## src/rtl/sif_pkg.sv

```systemverilog
package sif_pkg;
  typedef enum logic [1:0] {
    MODE_SIM     = 2'd0,
    MODE_SEQ     = 2'd1,
    MODE_REAL    = 2'd2,
    MODE_SIM_ALT = 2'd3
  } sif_mode_e;

  typedef enum logic [1:0] {
    ST_IDLE   = 2'd0,
    ST_FIRST  = 2'd1,
    ST_SECOND = 2'd2
  } sif_state_e;
endpackage

```

## src/rtl/sif_word_prep.sv

```systemverilog
module sif_word_prep
  import sif_pkg::*;
#(
  parameter int DATA_W  = 38,
  parameter int MIN_LEN = 8,
  parameter int LEN_W   = 6
) (
  input  logic [DATA_W-1:0] in_i,
  input  logic [DATA_W-1:0] in_q,
  input  logic [1:0]        mode,
  input  logic [LEN_W-1:0]  word_len,
  input  logic [1:0]        real_idx,
  output logic [LEN_W-1:0]  len_eff,
  output logic [DATA_W-1:0] word_a,
  output logic [DATA_W-1:0] word_b,
  output logic [DATA_W-1:0] word_hold
);
  localparam logic [LEN_W-1:0] MIN_L = LEN_W'(MIN_LEN);
  localparam logic [LEN_W-1:0] MAX_L = LEN_W'(DATA_W);

  logic [DATA_W-1:0] keep_mask;
  logic [DATA_W-1:0] al_i, al_q, ng_i, ng_q;

  always_comb begin
    if (word_len < MIN_L)      len_eff = MIN_L;
    else if (word_len > MAX_L) len_eff = MAX_L;
    else                       len_eff = word_len;
  end

  // upper len_eff bits kept, lower bits zero: negating the aligned value
  // equals negating the short word in its own width
  assign keep_mask = ~({DATA_W{1'b1}} >> len_eff);
  assign al_i = in_i & keep_mask;
  assign al_q = in_q & keep_mask;
  assign ng_i = -al_i;
  assign ng_q = -al_q;

  always_comb begin
    word_a    = al_i;
    word_b    = al_q;
    word_hold = '0;
    case (sif_mode_e'(mode))
      MODE_SEQ: begin
        word_b    = '0;
        word_hold = al_q;
      end
      MODE_REAL: begin
        word_b = '0;
        case (real_idx)
          2'd0:    word_a = al_i;
          2'd1:    word_a = ng_q;
          2'd2:    word_a = ng_i;
          default: word_a = al_q;
        endcase
      end
      default: ;
    endcase
  end
endmodule

```

## src/rtl/sif_bit_timer.sv

```systemverilog
module sif_bit_timer #(
  parameter int DIV_W = 8
) (
  input  logic             clk,
  input  logic             rst_n,
  input  logic             start,
  input  logic             active,
  input  logic [DIV_W-1:0] half_div,
  output logic             ser_clk,
  output logic             bit_end
);
  logic [DIV_W-1:0] half_q, half_d;
  logic [DIV_W:0]   phase_q, phase_d, phase_last;
  logic             sclk_q, sclk_d;

  assign phase_last = {half_q, 1'b0} - 1'b1;
  assign bit_end    = active && (phase_q == phase_last);

  always_comb begin
    half_d = half_q;
    if (start) half_d = (half_div == '0) ? DIV_W'(1) : half_div;
    if (start || bit_end) phase_d = '0;
    else if (active)      phase_d = phase_q + 1'b1;
    else                  phase_d = phase_q;
    sclk_d = active && (phase_d >= {1'b0, half_q});
  end

  always_ff @(posedge clk or negedge rst_n) begin
    if (!rst_n) begin
      half_q  <= DIV_W'(1);
      phase_q <= '0;
      sclk_q  <= 1'b0;
    end else begin
      half_q  <= half_d;
      phase_q <= phase_d;
      sclk_q  <= sclk_d;
    end
  end

  assign ser_clk = sclk_q;
endmodule

```

## src/rtl/sif_ctrl.sv

```systemverilog
module sif_ctrl
  import sif_pkg::*;
#(
  parameter int LEN_W = 6
) (
  input  logic             clk,
  input  logic             rst_n,
  input  logic             in_valid,
  input  logic [1:0]       mode,
  input  logic [LEN_W-1:0] len_eff,
  input  logic             bit_end,
  output logic             start,
  output logic             busy,
  output logic             word_strobe,
  output logic             overrun,
  output logic             shift_en,
  output logic             swap_en,
  output logic             clear_en,
  output logic [1:0]       real_idx,
  output logic [1:0]       mode_q
);
  sif_state_e       state_q, state_d;
  logic [LEN_W-1:0] bits_q, bits_d, len_q, len_d;
  logic [1:0]       idx_q, idx_d, mode_r, mode_d;
  logic             strobe_q, strobe_d, ovr_q, ovr_d, last_bit;

  assign busy     = (state_q != ST_IDLE);
  assign start    = in_valid && !busy;
  assign last_bit = bit_end && (bits_q == '0);
  assign swap_en  = last_bit && (state_q == ST_FIRST) && (sif_mode_e'(mode_r) == MODE_SEQ);
  assign clear_en = last_bit && !swap_en;
  assign shift_en = bit_end && !last_bit;

  always_comb begin
    state_d = state_q;
    bits_d  = bits_q;
    len_d   = len_q;
    mode_d  = mode_r;
    idx_d   = idx_q;
    if (start) begin
      state_d = ST_FIRST;
      bits_d  = len_eff - 1'b1;
      len_d   = len_eff;
      mode_d  = mode;
      if (sif_mode_e'(mode) == MODE_REAL) idx_d = idx_q + 2'd1;
    end else if (swap_en) begin
      state_d = ST_SECOND;
      bits_d  = len_q - 1'b1;
    end else if (clear_en) begin
      state_d = ST_IDLE;
    end else if (shift_en) begin
      bits_d = bits_q - 1'b1;
    end
    if (start || swap_en) strobe_d = 1'b1;
    else if (bit_end)     strobe_d = 1'b0;
    else                  strobe_d = strobe_q;
    ovr_d = in_valid && busy;
  end

  always_ff @(posedge clk or negedge rst_n) begin
    if (!rst_n) begin
      state_q  <= ST_IDLE;
      bits_q   <= '0;
      len_q    <= '0;
      mode_r   <= 2'd0;
      idx_q    <= 2'd0;
      strobe_q <= 1'b0;
      ovr_q    <= 1'b0;
    end else begin
      state_q  <= state_d;
      bits_q   <= bits_d;
      len_q    <= len_d;
      mode_r   <= mode_d;
      idx_q    <= idx_d;
      strobe_q <= strobe_d;
      ovr_q    <= ovr_d;
    end
  end

  assign word_strobe = strobe_q;
  assign overrun     = ovr_q;
  assign real_idx    = idx_q;
  assign mode_q      = mode_r;
endmodule

```

## src/rtl/sif_shifter.sv

```systemverilog
module sif_shifter #(
  parameter int DATA_W = 38
) (
  input  logic              clk,
  input  logic              rst_n,
  input  logic              load,
  input  logic              shift,
  input  logic              swap,
  input  logic              clear,
  input  logic [DATA_W-1:0] word_a,
  input  logic [DATA_W-1:0] word_b,
  input  logic [DATA_W-1:0] word_hold,
  output logic              ser_i,
  output logic              ser_q
);
  logic [DATA_W-1:0] sh_i_q, sh_i_d, sh_q_q, sh_q_d, hold_q, hold_d;

  always_comb begin
    sh_i_d = sh_i_q;
    sh_q_d = sh_q_q;
    hold_d = hold_q;
    if (clear) begin
      sh_i_d = '0;
      sh_q_d = '0;
      hold_d = '0;
    end else if (load) begin
      sh_i_d = word_a;
      sh_q_d = word_b;
      hold_d = word_hold;
    end else if (swap) begin
      sh_i_d = hold_q;
      sh_q_d = '0;
      hold_d = '0;
    end else if (shift) begin
      sh_i_d = {sh_i_q[DATA_W-2:0], 1'b0};
      sh_q_d = {sh_q_q[DATA_W-2:0], 1'b0};
    end
  end

  always_ff @(posedge clk or negedge rst_n) begin
    if (!rst_n) begin
      sh_i_q <= '0;
      sh_q_q <= '0;
      hold_q <= '0;
    end else begin
      sh_i_q <= sh_i_d;
      sh_q_q <= sh_q_d;
      hold_q <= hold_d;
    end
  end

  assign ser_i = sh_i_q[DATA_W-1];
  assign ser_q = sh_q_q[DATA_W-1];
endmodule

```

## src/rtl/sif_serial_formatter.sv

```systemverilog
module sif_serial_formatter #(
  parameter int DATA_W  = 38,
  parameter int MIN_LEN = 8,
  parameter int DIV_W   = 8,
  parameter int LEN_W   = $clog2(DATA_W + 1)
) (
  input  logic              clk,
  input  logic              rst_n,
  input  logic              in_valid,
  input  logic [DATA_W-1:0] in_i,
  input  logic [DATA_W-1:0] in_q,
  input  logic [1:0]        fmt_mode,
  input  logic [LEN_W-1:0]  word_len,
  input  logic [DIV_W-1:0]  half_div,
  output logic              ser_clk,
  output logic              word_strobe,
  output logic              ser_i,
  output logic              ser_q,
  output logic              busy,
  output logic              overrun
);
  logic [LEN_W-1:0]  len_eff;
  logic [DATA_W-1:0] word_a, word_b, word_hold;
  logic [1:0]        real_idx, mode_q;
  logic              start, bit_end, shift_en, swap_en, clear_en;

  sif_word_prep #(.DATA_W(DATA_W), .MIN_LEN(MIN_LEN), .LEN_W(LEN_W)) u_prep (
    .in_i(in_i), .in_q(in_q), .mode(fmt_mode), .word_len(word_len),
    .real_idx(real_idx), .len_eff(len_eff), .word_a(word_a),
    .word_b(word_b), .word_hold(word_hold)
  );

  sif_ctrl #(.LEN_W(LEN_W)) u_ctrl (
    .clk(clk), .rst_n(rst_n), .in_valid(in_valid), .mode(fmt_mode),
    .len_eff(len_eff), .bit_end(bit_end), .start(start), .busy(busy),
    .word_strobe(word_strobe), .overrun(overrun), .shift_en(shift_en),
    .swap_en(swap_en), .clear_en(clear_en), .real_idx(real_idx),
    .mode_q(mode_q)
  );

  sif_bit_timer #(.DIV_W(DIV_W)) u_timer (
    .clk(clk), .rst_n(rst_n), .start(start), .active(busy),
    .half_div(half_div), .ser_clk(ser_clk), .bit_end(bit_end)
  );

  sif_shifter #(.DATA_W(DATA_W)) u_shift (
    .clk(clk), .rst_n(rst_n), .load(start), .shift(shift_en),
    .swap(swap_en), .clear(clear_en), .word_a(word_a), .word_b(word_b),
    .word_hold(word_hold), .ser_i(ser_i), .ser_q(ser_q)
  );
endmodule

```

## config.mk

```make
export PLATFORM = sky130hd
export DESIGN_NAME = sif_serial_formatter
export DESIGN_NICKNAME = d
export VERILOG_FILES = /design/src/rtl/sif_pkg.sv /design/src/rtl/sif_word_prep.sv /design/src/rtl/sif_bit_timer.sv /design/src/rtl/sif_ctrl.sv /design/src/rtl/sif_shifter.sv /design/src/rtl/sif_serial_formatter.sv
export SDC_FILE = /design/constraint.sdc
export NUM_CORES = 1
export LEC_CHECK = 0
export BUFFER_PORTS_ARGS = -buffer_cell sky130_fd_sc_hd__buf_4
export CORE_AREA = 2 2 149 165
export CTS_BUF_LIST = sky130_fd_sc_hd__clkbuf_4
export CTS_CLUSTER_DIAMETER = 60
export DETAILED_ROUTE_END_ITERATION = 10
export DIE_AREA = 0 0 151 167
export HOLD_SLACK_MARGIN = 0.06
export PLACE_DENSITY = 0.74
export SYNTH_ARGS = -nofsm -noshare
export SYNTH_HDL_FRONTEND = slang
export SYNTH_HIERARCHICAL = 1
export SYNTH_SLANG_ARGS = --single-unit
```

## constraint.sdc

```tcl
create_clock -name clk -period 3.3 [get_ports clk]
set_input_delay 0.66 -clock clk [delete_from_list [all_inputs] [get_ports clk]]
set_output_delay 0.66 -clock clk [all_outputs]
set_load 0.005 [all_outputs]
```

==> flow_summary_export.csv, run 1 <==
group,metric,value,unit
timing,fmax,309,MHz
job,drv_cap,0,
logic_synthesis,synth_cell_types,98,
cells_and_area,final_util,67.6,%
critical_path,critPathKind,"register to register",
critical_path,crit_fanout,4,
timing,finalHoldViolCount,0,
clocking,htreeDepth,4,
clocking,clk_latency,0.59,ns
logic_synthesis,ys_async_sr_fraction,100,%
logic_synthesis,synth_edf_count,0,
clocking,cts_tree,"built",
timing,relSlewSlack,42.1,%
die,ios,101,
global_route,grt_max_degree,69,
cells_and_area,drive_gt1_share,32.8,%
logic_synthesis,synthSimpleGateAreaFrac,23.4,%
critical_path,cp.required,3.80,ns
cells_and_area,final_cell_area,15900,sq um
clocking,path_clk_slew,0.18,ns
cells_and_area,fin_nets,1788,
global_route,top_usage_layer,"met2",
place,portBuffers,100,
global_route,grt_use_met1,51.5,%
global_route,met3_usage,6.85,%
hold_path,min_path_type,"primary input to register",
cells_and_area,syn2layout_area_growth,24.3,%
global_route,gr-usage-met2,53.4,%
die,core_area,23500,sq um
routing,dr.pass1.iters,5,
die,die_w,151,um
logic_synthesis,synth.net_count,1558,
clocking,clockBufferDepth,2,
cells_and_area,final_common_cell,"buf_4",
clocking,cts_sinks,152,
power_and_ir_drop,p_total,0.00626,W
clocking,cts_root_buf,"clkbuf_4",
power_and_ir_drop,power.leakage,7.16,nW
logic_synthesis,ys_seq_elements,152,
timing,finalSetupTns,0,ns
timing,fin_crit_sh,98.2,%
logic_synthesis,syn_avg_cell_area,8.81,sq um
routing,drt_wl_total,45800,um
timing,worst-slew-pin-transition,0.865,ns
critical_path,critPathArrivalTime,3.74,ns
cells_and_area,nFillCells,1933,
global_route,grt_first_pass_wirelength,69900,um
place,dp_hpwl,33400,um
global_route,overflow,0,
routing,first_iter_violations,1524,
die,start_util,54.3,%
die,die_h,167,um
clocking,numCtsBuffers,17,
logic_synthesis,synth_compound_area_share,29.4,%
routing,vias,13100,
logic_synthesis,synth_xor_area_share,2.82,%
power_and_ir_drop,ir_drop,0.273,mV
place,gp_congestion,1.03,
critical_path,crit_path_start_kind,"register",
timing,rsz0062_at_grt,"true",
logic_synthesis,synthFlopType,"dfrtp_1",
timing,skew,0.0323,ns
routing,drtAntennaViolNets,0,
routing,drt_drc_violations_left,0,
routing,via_per_inst,6.55,
logic_synthesis,synth_top_family_by_area,"compound AO/OA/AOI/OAI gates",
timing,setup_violations,0,
timing,slew_violations,0,
cells_and_area,fin_cells,1997,
place,place_area,15100,sq um
logic_synthesis,syn-instance-count,1448,
cells_and_area,most-common-layout-cells,"302 x buf_4, 150 x dfrtp_1, 126 x nor2_1",
status,status,"complete, no violations",
die,dieArea,25200,sq um
logic_synthesis,ys_warn_count,6,
global_route,antenna_found_initial,2,
logic_synthesis,syn_area,12800,sq um
global_route,grt_pass1_vias,12500,
die,rows,59,
routing,wl_per_cell,22.9,um
logic_synthesis,synthMuxAreaShare,6.41,%
logic_synthesis,seq_area_frac_synth,29.8,%
critical_path,critPathCaptureType,"register",
timing,post-route-min-period,3.24,ns
place,dp.cells,1944,
global_route,track_usage,35.6,%
power_and_ir_drop,pwr_density_cell,395,nW/um^2
logic_synthesis,synth-adder-area-share,1.63,%
## report_power, final
part | total, W | internal, W | switching [W]
Combinational | 0.00246 | 0.00126 | 0.00120
Sequential | 0.00253 | 0.00222 | 0.000307
Clock | 0.00127 | 0.000361 | 0.000913
Total | 0.00626 | 0.00384 | 0.00242
## cells by family (layout without fill, tap and decap cells)
logic type	after synthesis	after routing
DFF	152	152
and+or+nand+nor	551	552
muxes	60	60
buffers and inverters	155	397
other	0	1
AOI/OAI and AO/OA	472	472
xor gates and xnor gates	41	41
adders and majority gates	17	17
## worst max-delay path, cell delays in order, from the launching register on
cell	delay [ns]
dfstp_2	0.57
inv_2	0.05
ha_4	0.26
xor2_1	0.14
and3_1	0.21
o2111ai_2	0.15
a211oi_2	0.25
nor4b_4	0.28
buf_4	0.18
a31oi_4	0.07
or2_4	0.27
o21ai_4	0.07
ha_4	0.17
nor3b_4	0.21
xnor2_1	0.17
mux2i_1	0.10
## cell usage after synthesis, types with 21 or more instances
cell	number	area [sq um]
a211o_1	47	412
a21oi_1	50	250
a22o_1	39	342
a22oi_2	30	375
a32o_1	40	400
and2_1	41	257
buf_2	24	120
clkbuf_1	60	225
dfrtp_1	151	3780
inv_1	31	116
mux2_4	30	450
nand2_1	109	409
nand2b_1	43	269
nand3_1	21	105
nor2_1	127	477
nor2_2	30	188
nor2b_1	45	282
nor3_1	30	150
o21a_1	24	180
o21ai_0	63	315
xor2_1	22	193
## worst paths after layout
path                            cells past startpoint  slack (ns)               start            endpoint
worst max-delay path                               15        0.06   u_timer/half_q[0]    u_ctrl/bits_q[4]
worst min-delay path                                3        0.28         half_div[2]   u_timer/half_q[2]
worst max register to register                     15        0.06   u_timer/half_q[0]    u_ctrl/bits_q[4]
worst min register to register                      1        0.50  u_shift/sh_i_q[12]  u_shift/sh_i_q[12]
max in group asynchronous                           3        1.96               rst_n  u_shift/sh_i_q[15]
min in group asynchronous                           2        0.56               rst_n   u_shift/sh_q_q[7]
## metal layers
layer  wire length (um)  vias up  share of wire [%]
li1                   -     5884                  -
met1              19800     6451                 43
met2              20500      635                 45
met3               3850      108                8.4
met4               1550        0                3.4
met5                  0        -                  0
## repair_timing
item | CTS | global route
setup endpoints to repair | 78 | 118
gates resized for setup | 5 | 33
hold buffers | 1 | 0
cloned | 1 | 8
endpoints found under the hold margin | 43 | 0
buffers inserted | 4 | 6
pin swaps | 11 | 44
## flip-flops by register name (all words and copies together), names as in the netlist
name / cells
u_timer/ser_clk: 1
u_ctrl/word_strobe: 1
u_ctrl/len_q: 6
u_ctrl/mode_q: 2
u_timer/half_q: 8
u_ctrl/real_idx: 2
u_shift/sh_i_q: 38
u_shift/sh_q_q: 38
u_ctrl/bits_q: 6
u_shift/hold_q: 38
u_ctrl/overrun: 1
u_ctrl/state_q: 2
u_timer/phase_q: 9
## stage by stage
stage	hold slack, ns	setup WS, ns
after floorplan	0.364	-0.570
after global placement	0.460	-0.590
after detailed placement	0.466	-0.583
after CTS	0.239	-0.00189
after global routing	0.236	-0.120
final	0.278	0.0597
## final cells by class
type / count / area [sq um] / area share [%]
sequential: 152 / 3810 / 24.0
antenna: 1 / 2.50 / 0.0158
timing repair buffer: 334 / 2850 / 18.0
multi-input combinational: 1142 / 8380 / 52.8
inverter: 31 / 129 / 0.813
clock buffer: 17 / 128 / 0.805
tap: 305 / 382 / 2.41
clock inverter: 15 / 179 / 1.13
Power figures use the tool's default switching activity.
==> run 2, diff against run 1 <==
- CELL_PAD_IN_SITES_DETAIL_PLACEMENT: not set -> 1
- CELL_PAD_IN_SITES_GLOBAL_PLACEMENT: not set -> 2
- CORE_AREA: 2 2 149 165 -> 2 2 186 206
- DIE_AREA: 0 0 151 167 -> 0 0 188 208
- PLACE_DENSITY: 0.74 -> 0.76
==> run 2 against run 1 <==
Worst hold slack worse by 0.039 ns; power is 3.3% higher; first-iteration DRC count is 43% lower; clock power is 13% higher; sequential power hardly changed; clock skew is 0.0049 ns lower; wire length is 7.1% higher; highest routed layer unchanged.
==> flow_summary_export.csv, run 2 (synthesized netlist as in run 1, its figures left out) <==
group,metric,value,unit
status,status,"complete, no violations",
timing,slew_violations,0,
timing,fin_crit_sh,99.9,%
critical_path,cp.required,3.83,ns
routing,first_iter_violations,876,
power_and_ir_drop,power.leakage,7.32,nW
timing,fmax,303,MHz
power_and_ir_drop,ir_drop,0.221,mV
cells_and_area,nFillCells,4311,
power_and_ir_drop,p_clk_share,22.2,%
clocking,cts_sinks,152,
power_and_ir_drop,pwr-share-comb,38.8,%
power_and_ir_drop,netSwitchingFraction,35.9,%
clocking,clockBufferDepth,2,
routing,drt_drc_violations_left,0,
critical_path,crit_path_start_kind,"register",
cells_and_area,final_common_cell,"buf_4",
timing,fin_hold_ws,0.238,ns
clocking,cts_root_buf,"clkbuf_4",
cells_and_area,most-common-layout-cells,"335 x buf_4, 150 x dfrtp_1, 126 x nor2_1",
routing,drtAntennaViolNets,0,
routing,vias,12700,
cells_and_area,drive_gt1_share,33.9,%
clocking,htreeDepth,4,
power_and_ir_drop,p_sw,0.00232,W
global_route,grt_pass1_vias,13300,
routing,wl_per_cell,22.1,um
cells_and_area,syn2layout_area_growth,28.2,%
global_route,antenna_found_initial,2,
job,drv_cap,0,
die,die_w,188,um
routing,via_per_inst,5.72,
power_and_ir_drop,power.internal,0.00415,W
timing,skew,0.0274,ns
timing,post-route-min-period,3.30,ns
global_route,grt_max_degree,123,
global_route,track_usage,24.8,%
timing,worst-slew-pin-transition,0.782,ns
hold_path,min_path_type,"primary input to register",
global_route,overflow,0,
critical_path,critPathKind,"register to register",
cells_and_area,reg.largest.list,"u_shift/hold_q x38, u_shift/sh_i_q x38, u_shift/sh_q_q x38",
critical_path,rr_startpoint,"u_timer/half_q[3]",
clocking,clk_latency,0.64,ns
critical_path,ff2ff_path_depth,14,
place,dp_hpwl,36900,um
clocking,numCtsBuffers,17,
die,dieArea,39100,sq um
power_and_ir_drop,pwr_density_cell,396,nW/um^2
timing,setup_violations,0,
clocking,cts_tree,"built",
critical_path,crit_fanout,4,
timing,rsz0062_at_grt,"true",
hold_path,holdPathStages,3,
die,rows,74,
die,ios,101,
global_route,grt_first_pass_wirelength,76400,um
timing,setup_ws,0.00403,ns
routing,dr.pass1.iters,5,
timing,finalHoldViolCount,0,
die,die_h,208,um
clocking,path_clk_slew,0.15,ns
cells_and_area,fin_nets,1818,
place,portBuffers,100,
power_and_ir_drop,p_seq_share,39.0,%
critical_path,critPathArrivalTime,3.82,ns
routing,drt_wl_total,49000,um
critical_path,startpoint,"u_timer/half_q[3]",
die,core_area,36900,sq um
hold_path,min_from,"half_div[5]",
place,dp_slack,-0.501,ns
place,gp_congestion,0.927,
critical_path,critPathCaptureType,"register",
timing,relSlewSlack,47.3,%
die,start_util,34.5,%
power_and_ir_drop,p_total,0.00647,W
run 2: changes by cell type in the layout (fill, tap and decap cells not counted), sizes merged:
cell    delta
clkinv     -4
bufinv     +4
buf       +33
inv        -1
clkbuf     -1
diode      +1
nor2       -1
run 2: timing repair:
item / CTS / global route
gates resized for setup: 11 / 18
endpoints found under the hold margin: 45 / 0
hold buffers: 1 / 0
pin swaps: 24 / 19
endpoints found under the setup margin: 108 / 119
setup buffers: 6 / 3
gates cloned: 0 / 5
run 2: path summary, 6_finish.rpt:
check,endpoint,slack [ns]
worst max-delay path,u_ctrl/bits_q[4],0.004
worst min-delay path,u_timer/half_q[5],0.24
worst max register to register,u_ctrl/bits_q[4],0.004
worst min register to register,u_ctrl/mode_q[0],0.49
max in group asynchronous,u_shift/hold_q[9],1.96
min in group asynchronous,u_ctrl/word_strobe,0.51
run 2: per-layer routing:
layer	share of wire, %	vias up	global-route usage (%)
met1	47	6383	33.5
li1	-	5930	-
met5	0	-	0
met4	2.1	0	7.01
met2	48	317	42.0
met3	3.4	55	2.70
run 2: final cells by class:
class	instances	area [sq um]	share of cell area, %
diodes	2	5.00	0.0306
clock buffers	18	135	0.827
clock inverters	14	215	1.32
inverters	31	129	0.788
multi-input cells	1141	8370	51.2
flip-flops and latches	152	3810	23.3
well taps	494	618	3.78
repair buffers	365	3070	18.8
run 2: worst max-delay path, cell delays in order (launching register included):
cell and delay, ns:
dfrtp_1 0.42, or4_4 0.57, nor4b_4 0.23, a32oi_2 0.11, a211oi_4 0.35, nor4b_4 0.24, buf_4 0.19, a31oi_4 0.08
or2_4 0.28, o21ai_2 0.09, ha_4 0.18, nand2_1 0.06, nor3_2 0.15, xnor2_1 0.15, mux2i_1 0.09
run 2: per-stage QoR:
stage          instance area [sq um]  setup TNS, ns  instances  util (%)
2_1_floorplan                  13000          -4.58       1448         -
3_3_place_gp                   15700         -13.30       2168      42.4
3_5_place_dp                   15700         -14.65       2168      42.4
4_1_cts                        16100          -4.07       2207      43.6
5_1_grt                        16300         -14.44       2217      44.2
6_report                       16300              0       2217      44.2
run 2: power by group through the flow:
| stage | Combinational (W) | Clock, W | Sequential, W |
|---|---|---|---|
| 3_5_place_dp | 0.00240 | 0 | 0.00255 |
| 6_report | 0.00251 | 0.00144 | 0.00252 |
| 3_3_place_gp | 0.00232 | 0 | 0.00254 |
| 2_1_floorplan | 0.00163 | 0 | 0.00244 |
| 4_1_cts | 0.00245 | 0.00149 | 0.00251 |
| 5_1_grt | 0.00275 | 0.00156 | 0.00257 |
